**src/rtl/kcf_pkg.sv**
```systemverilog
package kcf_pkg;

    typedef enum logic [2:0] {
        ST_IDLE,
        ST_LOAD,
        ST_VET,
        ST_SCAN,
        ST_FIN
    } kcf_state_e;

endpackage

```
**src/rtl/kcf_row_map.sv**
```systemverilog
// Maps a table index to its 1-based memory row for a power-of-two row width.
module kcf_row_map #(
    parameter int VAL_W = 8,
    parameter int LW_W  = 3,
    localparam int ROW_W = VAL_W + 1
) (
    input  logic [VAL_W-1:0] idx_i,
    input  logic [VAL_W-1:0] off_i,
    input  logic [LW_W-1:0]  lw_i,
    output logic [ROW_W-1:0] row_o
);

    logic [ROW_W-1:0] pos;

    always_comb begin
        pos   = {1'b0, idx_i} + {1'b0, off_i};
        row_o = (pos >> lw_i) + 1'b1;
    end

endmodule

```
**src/rtl/kcf_sample_cap.sv**
```systemverilog
// Turns a stream of intensity maxima into a measured access bit per plaintext.
module kcf_sample_cap #(
    parameter int VAL_W = 8,
    parameter int INT_W = 12,
    localparam int N = 1 << VAL_W
) (
    input  logic             clk,
    input  logic             rst_n,
    input  logic             clr_i,
    input  logic             en_i,
    input  logic             vld_i,
    input  logic [INT_W-1:0] smp_i,
    input  logic [INT_W-1:0] thr_i,
    output logic [N-1:0]     meas_o,
    output logic             last_o
);

    logic [VAL_W-1:0] idx_q;
    logic             take;

    assign take   = en_i && vld_i;
    assign last_o = take && (idx_q == {VAL_W{1'b1}});

    always_ff @(posedge clk or negedge rst_n) begin
        if (!rst_n) begin
            idx_q  <= '0;
            meas_o <= '0;
        end else if (clr_i) begin
            idx_q  <= '0;
        end else if (take) begin
            meas_o[idx_q] <= (smp_i > thr_i);
            idx_q         <= idx_q + 1'b1;
        end
    end


    sample_hold_chk: assert property (@(posedge clk) disable iff (!rst_n)
        (en_i && !vld_i && !clr_i) |=> $stable(meas_o));

endmodule

```
**src/rtl/kcf_key_scan.sv**
```systemverilog
// Tests one key guess per pass, stopping a pass at the first disagreement.
module kcf_key_scan #(
    parameter int VAL_W = 8,
    parameter int LW_W  = 3,
    localparam int N     = 1 << VAL_W,
    localparam int ROW_W = VAL_W + 1
) (
    input  logic             clk,
    input  logic             rst_n,
    input  logic             clr_i,
    input  logic             go_i,
    input  logic [N-1:0]     meas_i,
    input  logic [VAL_W-1:0] off_i,
    input  logic [LW_W-1:0]  lw_i,
    input  logic [ROW_W-1:0] row_i,
    output logic [N-1:0]     mask_o,
    output logic [ROW_W-1:0] cnt_o,
    output logic             fin_o
);

    logic [VAL_W-1:0] key_q;
    logic [VAL_W-1:0] pt_q;
    logic [ROW_W-1:0] pred_row;
    logic             hit;
    logic             agree;
    logic             pt_end;
    logic             step_key;

    kcf_row_map #(.VAL_W(VAL_W), .LW_W(LW_W)) u_map (
        .idx_i (pt_q ^ key_q),
        .off_i (off_i),
        .lw_i  (lw_i),
        .row_o (pred_row)
    );

    always_comb begin
        hit      = (pred_row == row_i);
        agree    = (hit == meas_i[pt_q]);
        pt_end   = (pt_q == {VAL_W{1'b1}});
        step_key = !agree || pt_end;
        fin_o    = go_i && step_key && (key_q == {VAL_W{1'b1}});
    end

    always_ff @(posedge clk or negedge rst_n) begin
        if (!rst_n) begin
            key_q  <= '0;
            pt_q   <= '0;
            mask_o <= '0;
            cnt_o  <= '0;
        end else if (clr_i) begin
            key_q  <= '0;
            pt_q   <= '0;
            mask_o <= '0;
            cnt_o  <= '0;
        end else if (go_i) begin
            if (agree && pt_end) begin
                mask_o[key_q] <= 1'b1;
                cnt_o         <= cnt_o + 1'b1;
            end
            if (step_key) begin
                pt_q  <= '0;
                key_q <= key_q + 1'b1;
            end else begin
                pt_q  <= pt_q + 1'b1;
            end
        end
    end


    mismatch_drop_chk: assert property (@(posedge clk) disable iff (!rst_n)
        (go_i && !clr_i && (hit != meas_i[pt_q])) |=> !mask_o[$past(key_q)]);

endmodule

```
**src/rtl/kcf_filter.sv**
```systemverilog
// Key candidate filter: capture, range vetting and exhaustive guess scan.
module kcf_filter
    import kcf_pkg::*;
#(
    parameter int VAL_W = 8,
    parameter int INT_W = 12,
    parameter int LW_W  = 3,
    localparam int N     = 1 << VAL_W,
    localparam int ROW_W = VAL_W + 1
) (
    input  logic             clk,
    input  logic             rst_n,
    input  logic             start_i,
    input  logic [VAL_W-1:0] offset_i,
    input  logic [LW_W-1:0]  log_w_i,
    input  logic [ROW_W-1:0] row_i,
    input  logic [INT_W-1:0] thresh_i,
    input  logic             smp_valid_i,
    input  logic [INT_W-1:0] smp_i,
    output logic             busy_o,
    output logic             done_o,
    output logic             cfg_err_o,
    output logic [N-1:0]     mask_o,
    output logic [ROW_W-1:0] count_o
);

    kcf_state_e state_q, state_d;

    logic [VAL_W-1:0] off_q;
    logic [LW_W-1:0]  lw_q;
    logic [ROW_W-1:0] row_q;
    logic [INT_W-1:0] thr_q;
    logic             err_q;
    logic             accept;
    logic             cap_last;
    logic [N-1:0]     meas;
    logic             scan_fin;
    logic [ROW_W-1:0] last_row;
    logic             row_ok;

    assign accept = (state_q == ST_IDLE) && start_i;

    kcf_sample_cap #(.VAL_W(VAL_W), .INT_W(INT_W)) u_cap (
        .clk    (clk),
        .rst_n  (rst_n),
        .clr_i  (accept),
        .en_i   (state_q == ST_LOAD),
        .vld_i  (smp_valid_i),
        .smp_i  (smp_i),
        .thr_i  (thr_q),
        .meas_o (meas),
        .last_o (cap_last)
    );

    kcf_row_map #(.VAL_W(VAL_W), .LW_W(LW_W)) u_span (
        .idx_i ({VAL_W{1'b1}}),
        .off_i (off_q),
        .lw_i  (lw_q),
        .row_o (last_row)
    );

    assign row_ok = (row_q != '0) && (row_q <= last_row);

    kcf_key_scan #(.VAL_W(VAL_W), .LW_W(LW_W)) u_scan (
        .clk    (clk),
        .rst_n  (rst_n),
        .clr_i  (accept),
        .go_i   (state_q == ST_SCAN),
        .meas_i (meas),
        .off_i  (off_q),
        .lw_i   (lw_q),
        .row_i  (row_q),
        .mask_o (mask_o),
        .cnt_o  (count_o),
        .fin_o  (scan_fin)
    );

    // state register
    always_ff @(posedge clk or negedge rst_n) begin
        if (!rst_n) state_q <= ST_IDLE;
        else        state_q <= state_d;
    end

    // next state
    always_comb begin
        state_d = state_q;
        unique case (state_q)
            ST_IDLE: if (start_i)  state_d = ST_LOAD;
            ST_LOAD: if (cap_last) state_d = ST_VET;
            ST_VET:  state_d = row_ok ? ST_SCAN : ST_FIN;
            ST_SCAN: if (scan_fin) state_d = ST_FIN;
            ST_FIN:  state_d = ST_IDLE;
            default: state_d = ST_IDLE;
        endcase
    end

    // configuration and error registers
    always_ff @(posedge clk or negedge rst_n) begin
        if (!rst_n) begin
            off_q <= '0;
            lw_q  <= '0;
            row_q <= '0;
            thr_q <= '0;
            err_q <= 1'b0;
        end else if (accept) begin
            off_q <= offset_i;
            lw_q  <= log_w_i;
            row_q <= row_i;
            thr_q <= thresh_i;
            err_q <= 1'b0;
        end else if (state_q == ST_VET) begin
            err_q <= !row_ok;
        end
    end

    // outputs
    always_comb begin
        busy_o    = (state_q != ST_IDLE);
        done_o    = (state_q == ST_FIN);
        cfg_err_o = err_q;
    end


    done_pulse_chk: assert property (@(posedge clk) disable iff (!rst_n)
        done_o |=> !done_o);


    idle_hold_chk: assert property (@(posedge clk) disable iff (!rst_n)
        (!busy_o && !start_i) |=> ($stable(mask_o) && $stable(count_o) && $stable(cfg_err_o)));


    count_pop_chk: assert property (@(posedge clk) disable iff (!rst_n)
        done_o |-> (count_o == ROW_W'($countones(mask_o))));


    err_blank_chk: assert property (@(posedge clk) disable iff (!rst_n)
        (done_o && cfg_err_o) |-> ((mask_o == '0) && (count_o == '0)));

endmodule

```
**config.mk**
```make
export PLATFORM = sky130hd
export DESIGN_NAME = kcf_filter
export DESIGN_NICKNAME = d
export VERILOG_FILES = /design/src/rtl/kcf_pkg.sv /design/src/rtl/kcf_row_map.sv /design/src/rtl/kcf_sample_cap.sv /design/src/rtl/kcf_key_scan.sv /design/src/rtl/kcf_filter.sv
export SDC_FILE = /design/constraint.sdc
export NUM_CORES = 1
export LEC_CHECK = 0
export BUFFER_PORTS_ARGS = -buffer_cell sky130_fd_sc_hd__buf_2
export CORE_MARGIN = 1.5
export CORE_UTILIZATION = 42
export DETAILED_ROUTE_END_ITERATION = 10
export PLACE_DENSITY = 0.71
export SYNTH_ARGS = -nofsm -noshare
export SYNTH_HDL_FRONTEND = slang
export SYNTH_SLANG_ARGS = --single-unit
```
**constraint.sdc**
```tcl
create_clock -name clk -period 6.2 [get_ports clk]
set_input_delay 0.62 -clock clk [delete_from_list [all_inputs] [get_ports clk]]
set_output_delay 0.62 -clock clk [all_outputs]
set_load 0.01 [all_outputs]
```
Word-level counts from Yosys, hierarchy flattened
Index checks and enable logic that the tools add are counted.
{ "op_classes": {"n_addsub": 8, "magnitude_cmp": 7, "eq_ne": 12, "n_shift": 2, "n_mux": 28, "bitwise": 3, "n_reduce_logical": 24} }
{ "op_table": {"columns": ["op", "count"], "rows": [
  ["256-bit two-way mux", 3],
  ["256-bit bitwise mux", 1],
  ["256-bit OR", 1],
  ["8-bit two-way mux", 8],
  ["9-bit by 1-bit adder with 9-bit output, second input constant", 3],
  ["8-bit by 9-bit < comparator with 1-bit output, second input constant", 3],
  ["9-bit two-way mux", 3],
  ["8-bit by 1-bit adder with 8-bit output, second input constant", 3],
  ["8-bit == test, second input constant", 3],
  ["9-bit by 3-bit >> shifter with 9-bit output", 2],
  ["1-bit demux with 8-bit select", 2],
  ["8-bit by 1-bit greater-or-equal comparator with 1-bit output, second input constant", 2],
  ["12-bit greater-than comparator", 1],
  ["3-bit two-way mux", 4],
  ["3-bit one-hot mux with 4 select lines", 1],
  ["2-bit nonzero test", 5],
  ["8-bit by 8-bit adder with 9-bit output", 1],
  ["8-bit by 8-bit adder with 9-bit output, first input constant", 1],
  ["9-bit == test", 1],
  ["9-bit <= comparator", 1],
  ["1-bit logical AND", 9],
  ["9-bit nonzero test", 1],
  ["1-bit binary-select mux with 8-bit select", 1],
  ["8-bit bitwise XOR", 1],
  ["other kinds (13)", 23]
]} }
{ "totals": {"register_bits": 581, "in_bits": 48, "out_inout_bits": 268, "elab_cells": 96} }

Longest topological paths before layout
{ "depth": {"word_depth": 12, "depth_mapped": 25, "ltp_nobuf": 25} }

Hierarchy
From an unflattened synthesis, not the netlist that was laid out.
{ "unflattened": {"hier_cells": 2578, "hier_area_um2": 29771.1} }
{ "by_module_without_submodules": {"columns": ["module", "n_inst", "cells_each", "area_per_inst_um2", "seq_area_each_um2"], "rows": [
  ["kcf_key_scan", 1, 1179, 13653.1, 7031.7],
  ["kcf_sample_cap", 1, 1036, 12449.4, 6606.3],
  ["kcf_filter", 1, 135, 1864.3, 900.9],
  ["kcf_row_map", 2, 114, 902.1, 0.0]
]} }

Worst setup path before layout
Ideal clock, no wire load.
{ "synth_path": {"kind": "reg-to-reg", "start": "register u_scan.pt_q[0]", "end": "register u_scan.mask_o[191]", "setup_time_ns": 0.092, "arrival_ns": 5.126, "required_ns": 6.108, "slack_ns": 0.982, "stages_incl_launch_ff": 25, "path_buffers": 6, "period_less_slack_ns": 5.218, "cell_sequence": "dfrtp_1 > buf_2 > buf_6 > buf_2 > buf_2 > xor2_1 > ha_1 > fa_1 > a21o_1 > a221oi_2 > xnor2_1 > o32a_1 > o211a_1 > ha_1 > nand2_1 > nor3_1 > a31oi_1 > nor4_1 > o211a_1 > nand4_1 > a211oi_2 > buf_4 > nand3_4 > buf_6 > o31ai_2"} }
{ "synth_between": {"elab_chain_len": 9, "word_cells_on_any_way": 12, "cone_classes": "add/sub: 2; eq/ne: 3; shift: 1; mux: 2; bitwise: 1; reduce/logical: 3"} }
{ "synth_rtl": {"columns": ["item", "line", "rtl"], "rows": [
  ["start, declared", "kcf_key_scan.sv:22", "logic [VAL_W-1:0] pt_q;"],
  ["start signal, assigned", "kcf_key_scan.sv:64", "pt_q <= pt_q + 1'b1;"],
  ["8-bit bitwise XOR", "kcf_key_scan.sv:30", ".idx_i (pt_q ^ key_q),"],
  ["8-bit by 8-bit adder with 9-bit output", "kcf_row_map.sv:16", "pos = {1'b0, idx_i} + {1'b0, off_i};"],
  ["9-bit by 3-bit >> shifter with 9-bit output", "kcf_row_map.sv:17", "row_o = (pos >> lw_i) + 1'b1;"],
  ["9-bit by 1-bit adder with 9-bit output", "kcf_row_map.sv:17", null],
  ["9-bit == test", "kcf_key_scan.sv:37", "hit = (pred_row == row_i);"],
  ["1-bit == test", "kcf_key_scan.sv:38", "agree = (hit == meas_i[pt_q]);"],
  ["1-bit logical AND *", "kcf_key_scan.sv:56", "if (agree && pt_end) begin"],
  ["2-bit nonzero test (no line) *", null, null],
  ["2-bit AND reduction (no line) *", null, null],
  ["end signal, assigned", "kcf_key_scan.sv:48", "mask_o <= '0;"],
  ["end signal, assigned", "kcf_key_scan.sv:53", "mask_o <= '0;"],
  ["end signal, assigned by index", "kcf_key_scan.sv:57", "mask_o[key_q] <= 1'b1;"],
  ["end, declared", "kcf_key_scan.sv:16", "output logic [N-1:0] mask_o,"]
]} }
Mark *: on every way between the ends. The rest lies on a longest branch, timed or not. The select of a mux whose other input is x is not followed.
A chain may end at the register's enable or synchronous reset.

Final worst setup path
{ "layout_path": {"start": "register u_scan.key_q[0]", "end": "register u_scan.mask_o[104]"} }
{ "layout_between": {"elab_chain_len": 9, "word_cells_on_any_way": 18, "cone_classes": "add/sub: 2; order compare: 2; eq/ne: 2; shift: 1; mux: 5; bitwise: 2; reduce/logical: 4"} }
{ "layout_rtl": {"columns": ["item", "line", "rtl"], "rows": [
  ["start, declared", "kcf_key_scan.sv:21", "logic [VAL_W-1:0] key_q;"],
  ["start signal, assigned", "kcf_key_scan.sv:62", "key_q <= key_q + 1'b1;"],
  ["8-bit bitwise XOR", "kcf_key_scan.sv:30", null],
  ["8-bit by 8-bit adder with 9-bit output", "kcf_row_map.sv:16", null],
  ["9-bit by 3-bit >> shifter with 9-bit output", "kcf_row_map.sv:17", null],
  ["9-bit by 1-bit adder with 9-bit output", "kcf_row_map.sv:17", null],
  ["9-bit == test", "kcf_key_scan.sv:37", null],
  ["1-bit == test", "kcf_key_scan.sv:38", null],
  ["1-bit logical AND", "kcf_key_scan.sv:56", null],
  ["2-bit nonzero test (no line)", null, null],
  ["2-bit AND reduction (no line)", null, null]
]} }
Parallel ways exist; a longest one is shown, timed or not. The select of a mux whose other input is x is not followed.

==> summary.md <==
| Metric | Value |
|---|---|
| VDD IR max | around 0.00055 V |
| Crit path capture type | flop |
| Mapped Area | 27400 um^2 |
| Finish-stage setup viols | 0 |
| Layout cell share with drive strength beyond 1 | a little under a fifth |
| Clk buf depth | 3 |
| LEAKAGE | roughly 0.015 uW |
| Postcts setup bufs | 0 |
| Gpl congestion | around 0.87 |
| Crit Path Max Fanout | 60 |
| Initial core utilization | approximately 43% |
| Placed Cells | about 3800 |
| Clk slew on worst S/H paths | roughly 70 ps |
| CP required | just under 7000 ps |
| All-layer global routing usage | between 20% and 30% |
| Met3 wire length | 4.70 mm |
| Synth Flop Type | dfrtp_1 |
| CTS root buffer | clkbuf_16 |
| CP Data Arrival Time | between 5000 and 6000 ps |
| Most common cell in the netlist | nand2_1 |
| Top cell type by total area after synthesis | dfrtp_1 |
| Final Cell Area | ~32000 um^2 |
| MaxCap Viol Count | 0 |
| Crit path time final | approximately 5400 ps |
| Fin. Hold Viols | 0 |
| Worst slew pin tran | 1320 ps |
| Initial antenna violation count | 1 |
| Total CTS buffers | just under 60 |
| WL final | 76.9 mm |
| Sequential-to-total area share from yosys stat | 53.0% |
| Fin crit share | between 80 and 90% |
| H-tree depth | 2 |
| # hold bufs at CTS | 1 |
| Post-route ant nets | 0 |
| Leading post-synthesis cells by cell area | dfrtp_1 (53%), o21ai_0 (9.5%), nand2_1 (8.7%) |
| Sink Count | about 580 |
| Row cnt | between 90 and 100 |
| FILL cells | 5889 |
| PostCTS Resize Cnt | 0 |
| GR Overflow Total | 0 |
| WL met2 | about 37 mm |
| Fmax | about 180 MHz |
| Area Growth Syn to Fin | 15.5% |
| Via count | ~22000 |
| Largest net degree at the start of global routing | roughly 260 |
| Final HPWL DP | around 49 mm |
| Met1 wire length | roughly 33 mm |
| IO Port Bufs | 315 |
| Syn Nets | 2927 |
| Drt wl/cell | approximately 20 um |
| Initial DRC count | about 2500 |
| PD cells | between 300 and 400 nW/um^2 |
| EDFF count, synth | 0 |
| Vias per cell | 5.69 |
| Ys Warns | 0 |
| Global-route wire length before repair | 122 mm |
| DRT Pass-1 Iters | 6 |
| CTS tree | done |
| Die Span X | 259 um |
| Cell Count, Final, Fillers Out | between 3000 and 4000 |
| Cell Area, Placed | between 20000 and 30000 um^2 |
| Status | finished, final reports clean |
| DIE AREA | approximately 67000 um^2 |
| DR DRC count | 0 |
| Vias in the first global route | around 21000 |
| Post-synthesis cell count | ~2800 |
| Top post-synthesis cells by count | nand2_1 (638), dfrtp_1 (581), o21ai_0 (523), clkbuf_1 (199), o31ai_1 (174) |
| Hold Crit Class | input port to flop |
| RSZ-0062 raised after global routing | false |
| Top cell type's share of synthesized area | 53.0% |
| Setup TNS | 0 ps |
| Post-synth ARST share | between 90% and 100% |
| Setup CP Type | flop to flop |
| Clock skew | roughly 40 ps |
| FF/Latch Area | about 15000 um^2 |
| Area of the multi-input gates | around 12000 um^2 |
| Util after Layout | around 49% |
| Register bit total from synthesis | 581 |
| Die H | approximately 260 um |
| Final Max Slew Viols | 0 |
| Worst skew pair latency | ~660 ps |
| Top sig layer | met4 |
| IO Count | 316 |
| Yosys cell types | 78 |
| Core Box Area | roughly 64000 um^2 |
| Mean Syn Cell Area | approximately 9.7 um^2 |
| Final Hold Slack | about 180 ps |
| Startpoint Class | flop |
| Final nets | between 3000 and 4000 |
| Max_slew headroom | between 10% and 20% |
-- layout by cell type, fill, tap and decap left out, types with 18 or more instances in the layout --
cell and n:
a21o_1 18, a21oi_1 42, buf_2 314, buf_4 28, clkbuf_16 58, dfrtp_1 579, ha_1 42, inv_1 42
mux2i_1 35, mux4_2 53, nand2_1 637, nand2b_1 18, nand3_1 22, nand4_1 18, nor2_1 79, nor2b_1 26
nor3_1 27, o21ai_0 523, o21ai_1 23, o31ai_1 174, xor2_1 25
-- path summary, 6_finish.rpt --
check | cells after the start | from | slack (ps) | to
min | 3 | row_i[3] | 180 | row_q[3]$_DFFE_PN0P_
max in group asynchronous | 3 | rst_n | 4320 | u_cap.meas_o[26]$_DFFE_PN0P_
min reg2reg | 2 | u_scan.mask_o[131]$_DFFE_PN0P_ | 470 | u_scan.mask_o[131]$_DFFE_PN0P_
max | 19 | u_scan.key_q[0]$_DFFE_PN0P_ | 770 | u_scan.mask_o[104]$_DFFE_PN0P_
max reg2reg | 19 | u_scan.key_q[0]$_DFFE_PN0P_ | 770 | u_scan.mask_o[104]$_DFFE_PN0P_
min in group asynchronous | 2 | rst_n | 530 | u_scan.key_q[7]$_DFFE_PN0P_
-- area by class of cell --
cell class / count / area share, %
clock buffer: 80 / 5.25
antenna: 1 / 0.00789
multi-input combinational: 1981 / 37.6
timing repair buffer: 350 / 6.08
sequential: 581 / 45.9
tap: 855 / 3.37
inverter: 42 / 0.497
clock inverter: 27 / 1.34
-- sequential cells by signal (all words and copies together) (netlist names) --
register,cells
u_scan.mask_o,256
row_q,9
u_scan.key_q,8
state_q,3
u_cap.idx_q,8
cfg_err_o,1
off_q,8
thr_q,12
u_scan.cnt_o,9
lw_q,3
u_scan.pt_q,8
u_cap.meas_o,256
-- report_power, final --
group	leakage, uW	switching [uW]	total, uW	internal (uW)
Clock	0.00101	1560	3790	2220
Combinational	0.00544	2250	3440	1190
Sequential	0.00805	274	4240	3970
Total	0.0145	4090	11500	7380
-- routing by layer --
layer / vias to the layer above / GRT usage (%)
met5: - / 0
met4: 0 / 9.13
met3: 175 / 3.16
met2: 808 / 36.5
met1: 10911 / 31.4
li1: 10376 / -
-- metrics by stage --
step / total power [uW] / worst slack (ps)
3_5_place_dp: 7710 / 869
5_1_grt: 12100 / 380
4_1_cts: 11500 / 824
2_1_floorplan: 6850 / 982
6_report: 11500 / 768
3_3_place_gp: 7690 / 976
-- critical path: stages, from the launching register on --
cell	delay, ps
dfrtp_1	470
xor2_1	200
ha_1	220
fa_1	420
a21o_1	210
a221oi_2	310
xnor2_1	320
o32a_1	210
o211a_1	190
ha_1	260
nand2_1	70
nor3_1	150
a31oi_1	110
nor4_1	300
o211a_1	250
nand4_1	290
a211oi_4	610
nand2_2	80
buf_4	310
o21ai_0	290
-- cell families (layout without fill, tap and decap cells) --
logic type	after synthesis	after routing	synth area share [%]
adder cells (fa/ha/maj)	43	43	1.99
multiplexers	102	102	6.20
XOR/XNOR	40	40	1.28
AO/OA/AOI/OAI	898	898	19.8
other	0	1	0
flip-flops	581	581	53.0
buffers and inverters	274	499	4.02
AND/OR/NAND/NOR	898	898	13.8
Power figures use the tool's default switching activity.
